$ cat config.mk
export PLATFORM = sky130hd
export DESIGN_NAME = sar_sequencer
export DESIGN_NICKNAME = d
export VERILOG_FILES = /design/src/rtl/sar_seq_pkg.sv /design/src/rtl/sar_phase_ctrl.sv /design/src/rtl/sar_trial_reg.sv /design/src/rtl/sar_serial_out.sv /design/src/rtl/sar_sequencer.sv
export SDC_FILE = /design/constraint.sdc
export NUM_CORES = 1
export LEC_CHECK = 0
export BUFFER_PORTS_ARGS = -buffer_cell sky130_fd_sc_hd__clkbuf_2
export CORE_ASPECT_RATIO = 1.1
export CORE_MARGIN = 2
export CORE_UTILIZATION = 42
export CTS_CLUSTER_SIZE = 20
export DETAILED_ROUTE_END_ITERATION = 10
export PLACE_DENSITY = 0.65
export RECOVER_POWER = 25
export SYNTH_ARGS = -nofsm -noshare
export SYNTH_HDL_FRONTEND = slang
export SYNTH_SLANG_ARGS = --single-unit
$ cat constraint.sdc
create_clock -name clk -period 2.5 [get_ports clk]
set_clock_uncertainty 0.1 [all_clocks]
set_input_delay 0.5 -clock clk [delete_from_list [all_inputs] [get_ports clk]]
set_output_delay 0.5 -clock clk [all_outputs]
set_load 0.05 [all_outputs]
$ cat src/rtl/sar_seq_pkg.sv
package sar_seq_pkg;

    typedef enum logic [3:0] {
        PH_WAIT_HI,
        PH_READY,
        PH_ACQ,
        PH_CONV,
        PH_HOLD,
        PH_SHIFT,
        PH_DONE,
        PH_PWRDN,
        PH_RECOVER
    } phase_e;

    // analog switch controls handed to the external array model
    typedef struct packed {
        logic sample;
        logic zero;
        logic neg;
    } ana_ctrl_t;

    // commands from the phase controller to the trial register
    typedef struct packed {
        logic clear;
        logic start;
        logic step;
    } trial_cmd_t;

    function automatic int max3(input int a, input int b, input int c);
        int m;
        m = (a > b) ? a : b;
        return (m > c) ? m : c;
    endfunction

    function automatic ana_ctrl_t ana_for(input phase_e ph);
        ana_ctrl_t r;
        r = '0;
        case (ph)
            PH_ACQ:  begin r.sample = 1'b1; r.zero = 1'b1; end
            PH_CONV: r.neg = 1'b1;
            default: r = '0;
        endcase
        return r;
    endfunction

endpackage

$ cat src/rtl/sar_phase_ctrl.sv
module sar_phase_ctrl
    import sar_seq_pkg::*;
#(
    parameter int W        = 10,
    parameter int ACQ_CLKS = 4,
    parameter int REC_CLKS = 8,
    parameter int CNT_W    = 4
) (
    input  logic             clk,
    input  logic             rst,
    input  logic             cs_n,
    input  logic             pwr_dn,
    output phase_e           phase,
    output logic [CNT_W-1:0] cnt,
    output trial_cmd_t       cmd,
    output logic             first_conv
);

    localparam logic [CNT_W-1:0] ACQ_LAST  = CNT_W'(ACQ_CLKS - 1);
    localparam logic [CNT_W-1:0] BIT_LAST  = CNT_W'(W - 1);
    localparam logic [CNT_W-1:0] REC_LAST  = CNT_W'(REC_CLKS - 1);

    phase_e           ph_nx;
    logic [CNT_W-1:0] cnt_nx;
    logic             first_nx;

    always_comb begin
        ph_nx    = phase;
        cnt_nx   = cnt;
        first_nx = first_conv;
        if (pwr_dn) begin
            ph_nx  = PH_PWRDN;
            cnt_nx = '0;
        end else begin
            case (phase)
                PH_WAIT_HI: if (cs_n) ph_nx = PH_READY;
                PH_READY: if (!cs_n) begin
                    ph_nx  = PH_ACQ;
                    cnt_nx = '0;
                end
                PH_ACQ: begin
                    if (cs_n) begin
                        ph_nx = PH_READY;
                    end else if (cnt == ACQ_LAST) begin
                        ph_nx  = PH_CONV;
                        cnt_nx = '0;
                    end else begin
                        cnt_nx = cnt + 1'b1;
                    end
                end
                PH_CONV: begin
                    if (cnt == BIT_LAST) begin
                        ph_nx  = cs_n ? PH_HOLD : PH_SHIFT;
                        cnt_nx = '0;
                    end else begin
                        cnt_nx = cnt + 1'b1;
                    end
                end
                PH_HOLD: if (!cs_n) begin
                    ph_nx  = PH_SHIFT;
                    cnt_nx = '0;
                end
                PH_SHIFT: begin
                    if (cs_n) begin
                        ph_nx = PH_READY;
                    end else if (cnt == BIT_LAST) begin
                        ph_nx    = PH_DONE;
                        first_nx = 1'b0;
                    end else begin
                        cnt_nx = cnt + 1'b1;
                    end
                end
                PH_DONE: if (cs_n) ph_nx = PH_READY;
                PH_PWRDN: begin
                    ph_nx  = PH_RECOVER;
                    cnt_nx = '0;
                end
                PH_RECOVER: begin
                    if (!cs_n) begin
                        cnt_nx = '0;
                    end else if (cnt == REC_LAST) begin
                        ph_nx = PH_READY;
                    end else begin
                        cnt_nx = cnt + 1'b1;
                    end
                end
                default: ph_nx = PH_WAIT_HI;
            endcase
        end
    end

    always_ff @(posedge clk) begin
        if (rst) begin
            phase      <= PH_WAIT_HI;
            cnt        <= '0;
            first_conv <= 1'b1;
        end else begin
            phase      <= ph_nx;
            cnt        <= cnt_nx;
            first_conv <= first_nx;
        end
    end

    always_comb begin
        cmd.clear = (phase == PH_WAIT_HI) || (phase == PH_READY) ||
                    (phase == PH_PWRDN)   || (phase == PH_RECOVER);
        cmd.start = (phase == PH_ACQ) && !cs_n && !pwr_dn && (cnt == ACQ_LAST);
        cmd.step  = (phase == PH_CONV) && !pwr_dn;
    end

    // a low select during recovery never lets the sequencer reach ready
    p_recover_needs_high_r9: assert property (@(posedge clk) disable iff (rst)
        (phase == PH_RECOVER && !cs_n && !pwr_dn) |=> (phase == PH_RECOVER));

    // the first-result flag only drops at the end of a shift window
    p_first_drop_r7: assert property (@(posedge clk) disable iff (rst)
        $fell(first_conv) |-> ($past(phase) == PH_SHIFT));

endmodule

$ cat src/rtl/sar_trial_reg.sv
module sar_trial_reg
    import sar_seq_pkg::*;
#(
    parameter int W     = 10,
    parameter int CNT_W = 4
) (
    input  logic             clk,
    input  logic             rst,
    input  trial_cmd_t       cmd,
    input  logic [CNT_W-1:0] cnt,
    input  logic             cmp_in,
    output logic [W-1:0]     trial
);

    // bit under test this step, counted down from the top
    logic [CNT_W-1:0] idx;
    logic [W-1:0]     below;

    assign idx = CNT_W'(W - 1) - cnt;

    always_comb begin
        for (int k = 0; k < W; k++) begin
            below[k] = (CNT_W'(k) < idx);
        end
    end

    always_ff @(posedge clk) begin
        if (rst || cmd.clear) begin
            trial <= '0;
        end else if (cmd.start) begin
            trial <= {1'b1, {(W-1){1'b0}}};
        end else if (cmd.step) begin
            for (int k = 0; k < W; k++) begin
                if (idx == CNT_W'(k)) begin
                    trial[k] <= cmp_in;
                end else if (idx == CNT_W'(k + 1)) begin
                    trial[k] <= 1'b1;
                end
            end
        end
    end

    // every bit below the one under trial is still untouched (zero)
    p_lower_clear_r1: assert property (@(posedge clk) disable iff (rst)
        cmd.step |-> ((trial & below) == '0));

endmodule

$ cat src/rtl/sar_serial_out.sv
module sar_serial_out
    import sar_seq_pkg::*;
#(
    parameter int W     = 10,
    parameter int CNT_W = 4
) (
    input  phase_e           phase,
    input  logic [CNT_W-1:0] cnt,
    input  logic [W-1:0]     trial,
    output logic             sdo,
    output logic             sdo_oe,
    output logic             data_valid
);

    logic [CNT_W-1:0] pos;
    logic             shifting;
    logic             pick;

    assign pos      = CNT_W'(W - 1) - cnt;
    assign shifting = (phase == PH_SHIFT);

    always_comb begin
        pick = 1'b0;
        for (int k = 0; k < W; k++) begin
            if (pos == CNT_W'(k)) pick = trial[k];
        end
    end

    assign sdo        = shifting & pick;
    assign sdo_oe     = shifting;
    assign data_valid = shifting;

endmodule

$ cat src/rtl/sar_sequencer.sv
module sar_sequencer
    import sar_seq_pkg::*;
#(
    parameter int W        = 10,
    parameter int ACQ_CLKS = 4,
    parameter int REC_CLKS = 8
) (
    input  logic         clk,
    input  logic         rst,
    input  logic         cs_n,
    input  logic         pwr_dn,
    input  logic         cmp_in,
    output logic         sample_en,
    output logic         zero_en,
    output logic         neg_sel,
    output logic [W-1:0] trial_bits,
    output logic         sdo,
    output logic         sdo_oe,
    output logic         data_valid,
    output logic         first_conv
);

    localparam int CNT_W = $clog2(max3(W, ACQ_CLKS, REC_CLKS) + 1);

    phase_e           phase;
    logic [CNT_W-1:0] cnt;
    trial_cmd_t       cmd;
    ana_ctrl_t        ana;

    sar_phase_ctrl #(
        .W(W), .ACQ_CLKS(ACQ_CLKS), .REC_CLKS(REC_CLKS), .CNT_W(CNT_W)
    ) u_ctrl (
        .clk(clk), .rst(rst), .cs_n(cs_n), .pwr_dn(pwr_dn),
        .phase(phase), .cnt(cnt), .cmd(cmd), .first_conv(first_conv)
    );

    sar_trial_reg #(.W(W), .CNT_W(CNT_W)) u_trial (
        .clk(clk), .rst(rst), .cmd(cmd), .cnt(cnt),
        .cmp_in(cmp_in), .trial(trial_bits)
    );

    sar_serial_out #(.W(W), .CNT_W(CNT_W)) u_ser (
        .phase(phase), .cnt(cnt), .trial(trial_bits),
        .sdo(sdo), .sdo_oe(sdo_oe), .data_valid(data_valid)
    );

    assign ana       = ana_for(phase);
    assign sample_en = ana.sample;
    assign zero_en   = ana.zero;
    assign neg_sel   = ana.neg;

    // sampling, negative-input switching and shifting never overlap
    p_phase_exclusive_r2: assert property (@(posedge clk) disable iff (rst)
        $onehot0({sample_en, neg_sel, data_valid}));

    // power-down silences every control from the next clock
    p_pd_quiet_r8: assert property (@(posedge clk) disable iff (rst)
        pwr_dn |=> (!sample_en && !zero_en && !neg_sel && !sdo_oe && !data_valid));

    // result bits only appear after select was low at the previous edge
    p_shift_needs_sel_r6: assert property (@(posedge clk) disable iff (rst)
        data_valid |-> !$past(cs_n));

    // ready state shows a cleared trial word one clock after entry
    p_ready_clear_r5: assert property (@(posedge clk) disable iff (rst)
        (phase == PH_READY && $past(phase) == PH_READY) |-> (trial_bits == '0));

    // released pin carries zero
    p_sdo_idle_r11: assert property (@(posedge clk) disable iff (rst)
        !sdo_oe |-> !sdo);

endmodule

==> results of run 1 <==
==> what timing repair did <==
action,4_1_cts,5_1_grt
pin swaps,3,4
setup buffers,3,0
setup endpoints to repair,1,1
hold endpoints to repair,0,0
resized for setup,21,12
==> layer usage <==
metal,global-route usage,vias to the layer above,share of wire
met2,0.348,42,0.51
met3,0.0394,7,0.034
met1,0.267,725,0.45
met5,0,-,0
li1,-,751,-
met4,0.0778,0,0.012
==> final cells by class <==
cell class | count | area (um2)
well taps | 36 | 45.0
clock buffers | 3 | 22.5
multi-input cells | 144 | 1040
flip-flops and latches | 19 | 390
repair buffers | 35 | 235
fillers | 317 | 1520
inverters | 11 | 43.8
clock inverters | 1 | 5.00
==> metrics by stage <==
stage | power, mW | TNS, ps
floorplan | 0.494 | 0
global placement | 0.542 | 0
detailed placement | 0.546 | 0
CTS | 0.714 | 0
global route | 0.759 | -30.4
finish | 0.717 | 0
==> synth_stat cells (3+ instances only) <==
cell       n  share of area
a211oi_1   7          0.037
nand3_1    6          0.021
nand2_1   14          0.037
o21ai_0    5          0.017
ha_1       6          0.052
buf_2      5          0.017
nor2_1    17          0.045
a31oi_1    6          0.026
a21oi_1   21          0.073
o211ai_1   3          0.016
nor4_1     3          0.013
a311oi_1   3          0.018
inv_1      9          0.024
dfxtp_1   19           0.27
a21o_1     4          0.021
clkbuf_1   5          0.013
and2_1     4          0.017
==> flip-flops by register name (all words and copies together) (netlist names) <==
register,flops
u_ctrl.cnt,4
u_ctrl.first_conv,1
u_ctrl.phase,4
u_trial.trial,10
==> power by group through the flow <==
| stage | Clock, mW | Combinational, mW | Sequential, mW |
|---|---|---|---|
| floorplan | 0 | 0.166 | 0.328 |
| global placement | 0 | 0.214 | 0.329 |
| detailed placement | 0 | 0.216 | 0.330 |
| CTS | 0.165 | 0.226 | 0.323 |
| global route | 0.183 | 0.253 | 0.324 |
| finish | 0.163 | 0.231 | 0.323 |
==> layout by cell type, fill, tap and decap left out, types with 6 or more instances in the layout <==
cell and instances:
a21oi_1 20, clkbuf_2 20, nor2_1 17, dfxtp_1 15, nand2_1 14, buf_4 10
inv_1 7, a211oi_1 7, a31oi_1 6, nand3_1 6
==> critical path, cell delays in order, from the launching register on <==
cell	delay, ps
dfxtp_4	380
ha_4	180
buf_6	130
nand2_1	60
o21ai_0	90
o311ai_2	260
o21ai_1	100
and3_4	180
buf_8	140
==> path summary, 6_finish.rpt <==
check,depth (start not counted),from,end,slack [ps]
worst max-delay path,8,u_ctrl.cnt[1]$_SDFFE_PP0P_,sdo,60
worst min-delay path,2,rst,u_ctrl.phase[1]$_SDFFE_PP0P_,340
worst max register to register,6,u_ctrl.cnt[1]$_SDFFE_PP0P_,u_ctrl.phase[2]$_SDFFE_PP0P_,290
worst min register to register,1,u_ctrl.first_conv$_SDFFE_PP1P_,u_ctrl.first_conv$_SDFFE_PP1P_,360
==> cells by family (layout without fill, tap and decap cells) <==
logic type,count (synthesis),after routing
xor gates and xnor gates,2,2
adders and majority gates,6,6
muxes,2,2
and+or+nand+nor,68,68
DFF,19,19
AOI/OAI and AO/OA,66,66
buffers and inverters,25,50
==> reports/qor.yml, run 1 <==
outcome:
  status: "finished clean"
routing:
  vias: 1525
  drc_errors: 0
  first_pass_iters: 4
  detail-route-antenna-nets: 0
  drt_iter0_drc: 106
  wl_per_cell_um: 15.7
  drt_wl_total_mm: 3.91
  vias_per_cell: 6.12
final_layout:
  layout-drive-gt1-share: 0.300
  stdcell_area_um2: 1780
  fin_util: 0.539
  final_nets: 225
  syn_to_final_growth_pct: 24.2
  diodes: 0
  layout.cells.non_filler: 249
synth:
  synth-edff-count: 0
  synth_top_flop_cell: "dfxtp_1"
  synth_top_family_by_area: "compound AO/OA/AOI/OAI gates"
  synth_cells: 188
  async_flop_share: 0
  synth_compound_area_frac: 0.311
  syn_nets: 199
  synth-seq-area-share: 0.265
  synth_area_per_cell_um2: 7.63
  synthXorXnorAreaFrac: 0.0122
  synth-warning-count: 0
  synthSimpleGateAreaFrac: 0.270
  synthMuxAreaShare: 0.0148
  synth_seq_cells: 19
  synth.distinct_cells: 53
  synthAdderAreaFrac: 0.0524
  synth_area_um2: 1430
place:
  dp_hpwl_mm: 2.88
  gp_congestion: 0.900
  post_dp_cell_area_um2: 1610
  port_buffers: 21
  pre_cts_ws_ps: 56.9
  dp_cells: 242
grt:
  grt_pass1_wl_mm: 6.35
  grt_max_degree: 14
  grt_usage: 0.210
  grt_pass1_vias: 1379
  globalRoute.totalOverflow: 0
  antenna_found_initial: 0
power:
  p_seq_frac: 0.450
  power.share.clock: 0.227
  powerDensity_nw_per_um2: 403
  intPower_mw: 0.453
  ir_drop_mv: 0.180
  combinationalPowerShare: 0.323
  power.switching_mw: 0.263
  swShare: 0.367
  power.leakage_nw: 0.656
worst_setup_path:
  worstPathArrival_ps: 1840
  worstPathRequired_ps: 1900
  path_class: "reg -> out"
  path_max_fanout: 8
  start_kind: "flip-flop"
  end_kind: "output pin"
hold_path:
  hold_class: "in -> reg"
timing:
  setup-violations-final: 0
  finalCritPeriodShare: 0.977
  drv_slew: 0
  fin_crit_ps: 2440
  fmax_mhz: 409
  relSlewSlack: 0.566
  finalHoldViolCount: 0
  hold_ws_ps: 336
  worst_slack_ps: 57.6
  worstMarginPinSlew_ps: 645
die:
  rows: 22
  start_util: 0.434
  die_h_um: 65.3
  die_w_um: 59.7
  io-pin-count: 22
  fp.coreArea_um2: 3300
  die_area_um2: 3900
clocking:
  holdBufCountCts: 0
  clock_path_buffers: 2
  clockRootBuffer: "clkbuf_4"
  clk_pin_slew_ps: 120
  clk_latency_ps: 310
  cts_buffers: 3
  cts_max_level: 1
  cts_tree: "yes"
  cts.sinks: 19
run:
  cap_violations: 0
Power figures use the tool's default switching activity.
==> run 2: changes to the inputs <==
CORE_UTILIZATION = 45   (was 42)
PLACE_DENSITY = 0.69   (was 0.65)
==> run 2 against run 1 <==
Fmax fell by 0.53%. Final cell count rose by 0.40%. Largest cell class unchanged. First-iteration DRC count fell by 31%. Critical path depth did not move. Sequential power rose by 3%. Setup slack got worse by 13 ps. Count of clock-buffer cells in the layout rose by 1. Register-to-register slack got worse by 110 ps. Via count rose by 1.0%. Utilization rose by 5.4 points. Combinational power fell by 6%.
==> reports/qor.yml, run 2 (synthesis results as in run 1) <==
grt:
  antenna_found_initial: 0  # unchanged
  globalRoute.totalOverflow: 0  # unchanged
  grt_max_degree: 18  # was 14
  grt_pass1_wl_mm: 6.35  # unchanged
  grt_usage: 0.215  # was 0.210
  grt_pass1_vias: 1412  # was 1,379
routing:
  detail-route-antenna-nets: 0  # unchanged
  vias: 1541  # was 1,525
  wl_per_cell_um: 15.2  # was 15.7 um
  drt_iter0_drc: 73  # was 106
  drc_errors: 0  # unchanged
  first_pass_iters: 4  # unchanged
  vias_per_cell: 6.16  # was 6.12
  drt_wl_total_mm: 3.81  # was 3.91 mm
final_layout:
  syn_to_final_growth_pct: 26.0  # was 24.2%
  final_common_cell: "a21oi_1"
  fillers: 278  # was 317
  final_nets: 228  # was 225
  top_register: "u_trial.trial"  # unchanged
  layout.cells.non_filler: 250  # was 249
  fin_util: 0.593  # was 0.539
  largest_registers: "u_trial.trial (10), u_ctrl.cnt (4), u_ctrl.phase (4)"  # unchanged
  mostFrequentLayoutCells: "20 x a21oi_1, 17 x nor2_1, 16 x dfxtp_1"  # was 20 x a21oi_1, 20 x clkbuf_2, 17 x nor2_1
  stdcell_area_um2: 1810  # was 1780 um2
  diodes: 0  # unchanged
  layout-drive-gt1-share: 0.264  # was 0.300
  multiInputGateArea_um2: 1040  # about the same
  seqCellArea_um2: 389  # was 390 um2
  largest_reg_flops: 10  # unchanged
worst_setup_path:
  worstPathRequired_ps: 1900  # about the same
  path_max_fanout: 8  # unchanged
  start_kind: "flip-flop"  # unchanged
  worstPathArrival_ps: 1860  # was 1840 ps
  r2r_cells: 7  # was 6
  path_class: "reg -> out"  # unchanged
  end_kind: "output pin"  # unchanged
  path_common_cell: "buf_4"
  critPathMaxStageDelay_ps: 390  # was 380 ps
  cp_slowest_cell: "dfxtp_4"  # unchanged
  cp_cell_sequence: "buf_4 > ha_1 > buf_4 > nand2b_1 > o311ai_2 > o21ai_1 > and3_4 > clkbuf_16"  # was ha_4 > buf_6 > nand2_1 > o21ai_0 > o311ai_2 > o21ai_1 > and3_4 > buf_8
place:
  gp_congestion: 0.847  # was 0.900
  dp_hpwl_mm: 2.77  # was 2.88 mm
  post_dp_cell_area_um2: 1620  # was 1610 um2
  dp_cells: 242  # unchanged
  port_buffers: 21  # unchanged
die:
  die_w_um: 57.8  # was 59.7 um
  die_h_um: 63.2  # was 65.3 um
  die_area_um2: 3650  # was 3900 um2
  fp.coreArea_um2: 3050  # was 3300 um2
  start_util: 0.470  # was 0.434
  rows: 21  # was 22
  io-pin-count: 22  # unchanged
timing:
  relSlewSlack: 0.609  # was 0.566
  hold_ws_ps: 344  # was 336 ps
  finalCritPeriodShare: 0.982  # was 0.977
  rsz0062_at_grt: "yes"
  finalHoldViolCount: 0  # unchanged
  fmax_mhz: 407  # was 409 MHz
  worstMarginPinSlew_ps: 581  # was 645 ps
  drv_slew: 0  # unchanged
  setup-violations-final: 0  # unchanged
  fin_crit_ps: 2460  # was 2440 ps
hold_path:
  hold_class: "in -> reg"  # unchanged
  holdPathStages: 2  # unchanged
clocking:
  clockRootBuffer: "clkbuf_4"  # unchanged
  clk_pin_slew_ps: 120  # about the same
  cts_buffers: 3  # unchanged
  cts_max_level: 1  # unchanged
  clock_path_buffers: 2  # unchanged
  holdBufCountCts: 0  # unchanged
  clk_latency_ps: 300  # was 310 ps
  cts.sinks: 19  # unchanged
  cts_tree: "yes"  # unchanged
outcome:
  status: "finished clean"  # unchanged
run:
  cap_violations: 0  # unchanged
power:
  ir_drop_mv: 0.263  # was 0.180 mV
  power.leakage_nw: 0.645  # was 0.656 nW
  powerDensity_nw_per_um2: 396  # was 403 nW/um2
[run 2: worst paths after layout]
| path | end | slack (ps) | start |
|---|---|---|---|
| min reg2reg | u_ctrl.first_conv$_SDFFE_PP1P_ | 370 | u_ctrl.first_conv$_SDFFE_PP1P_ |
| min | u_ctrl.phase[1]$_SDFFE_PP0P_ | 340 | rst |
| max | sdo | 40 | u_ctrl.cnt[1]$_SDFFE_PP0P_ |
| max reg2reg | u_ctrl.phase[2]$_SDFFE_PP0P_ | 180 | u_ctrl.cnt[0]$_SDFFE_PP0P_ |
[run 2: metal layers]
layer,vias to the layer above,track usage,wire length (um)
met5,-,0,0
met4,0,0.0494,42
met3,6,0.0267,197
met2,50,0.344,1800
met1,725,0.304,1770
li1,760,-,-
[run 2: what timing repair did]
action,CTS,global route
pin swaps,3,10
buffers inserted,2,2
resized for setup,23,13
endpoints found under the setup margin,1,1
gates cloned,0,0
[run 2: area by class of cell]
cell class,count,share of cell area
tap,34,0.0235
inverter,11,0.0270
sequential,19,0.215
timing repair buffer,38,0.143
clock buffer,4,0.0145
multi-input combinational,144,0.576
[run 2: critical path, delay by kind of cell (launching register included)]
| kind | cells | cell delay, ps |
|---|---|---|
| flops | 1 | 390 |
| fa+ha+maj | 1 | 190 |
| simple gates | 2 | 300 |
| compound gates | 2 | 200 |
| buf+inv | 3 | 460 |
[run 2: power by group]
group | internal [mW] | switching [mW]
clock | 0.0622 | 0.101
combinational | 0.0833 | 0.134
sequential | 0.310 | 0.0236
total | 0.456 | 0.259
[run 2: stage by stage]
stage | power (mW) | setup WS, ps | setup TNS (ps)
floorplan | 0.494 | 124 | 0
global placement | 0.535 | 109 | 0
detailed placement | 0.539 | 95.3 | 0
CTS | 0.713 | 7.37 | 0
global route | 0.761 | -50.8 | -50.8
finish | 0.715 | 44.5 | 0
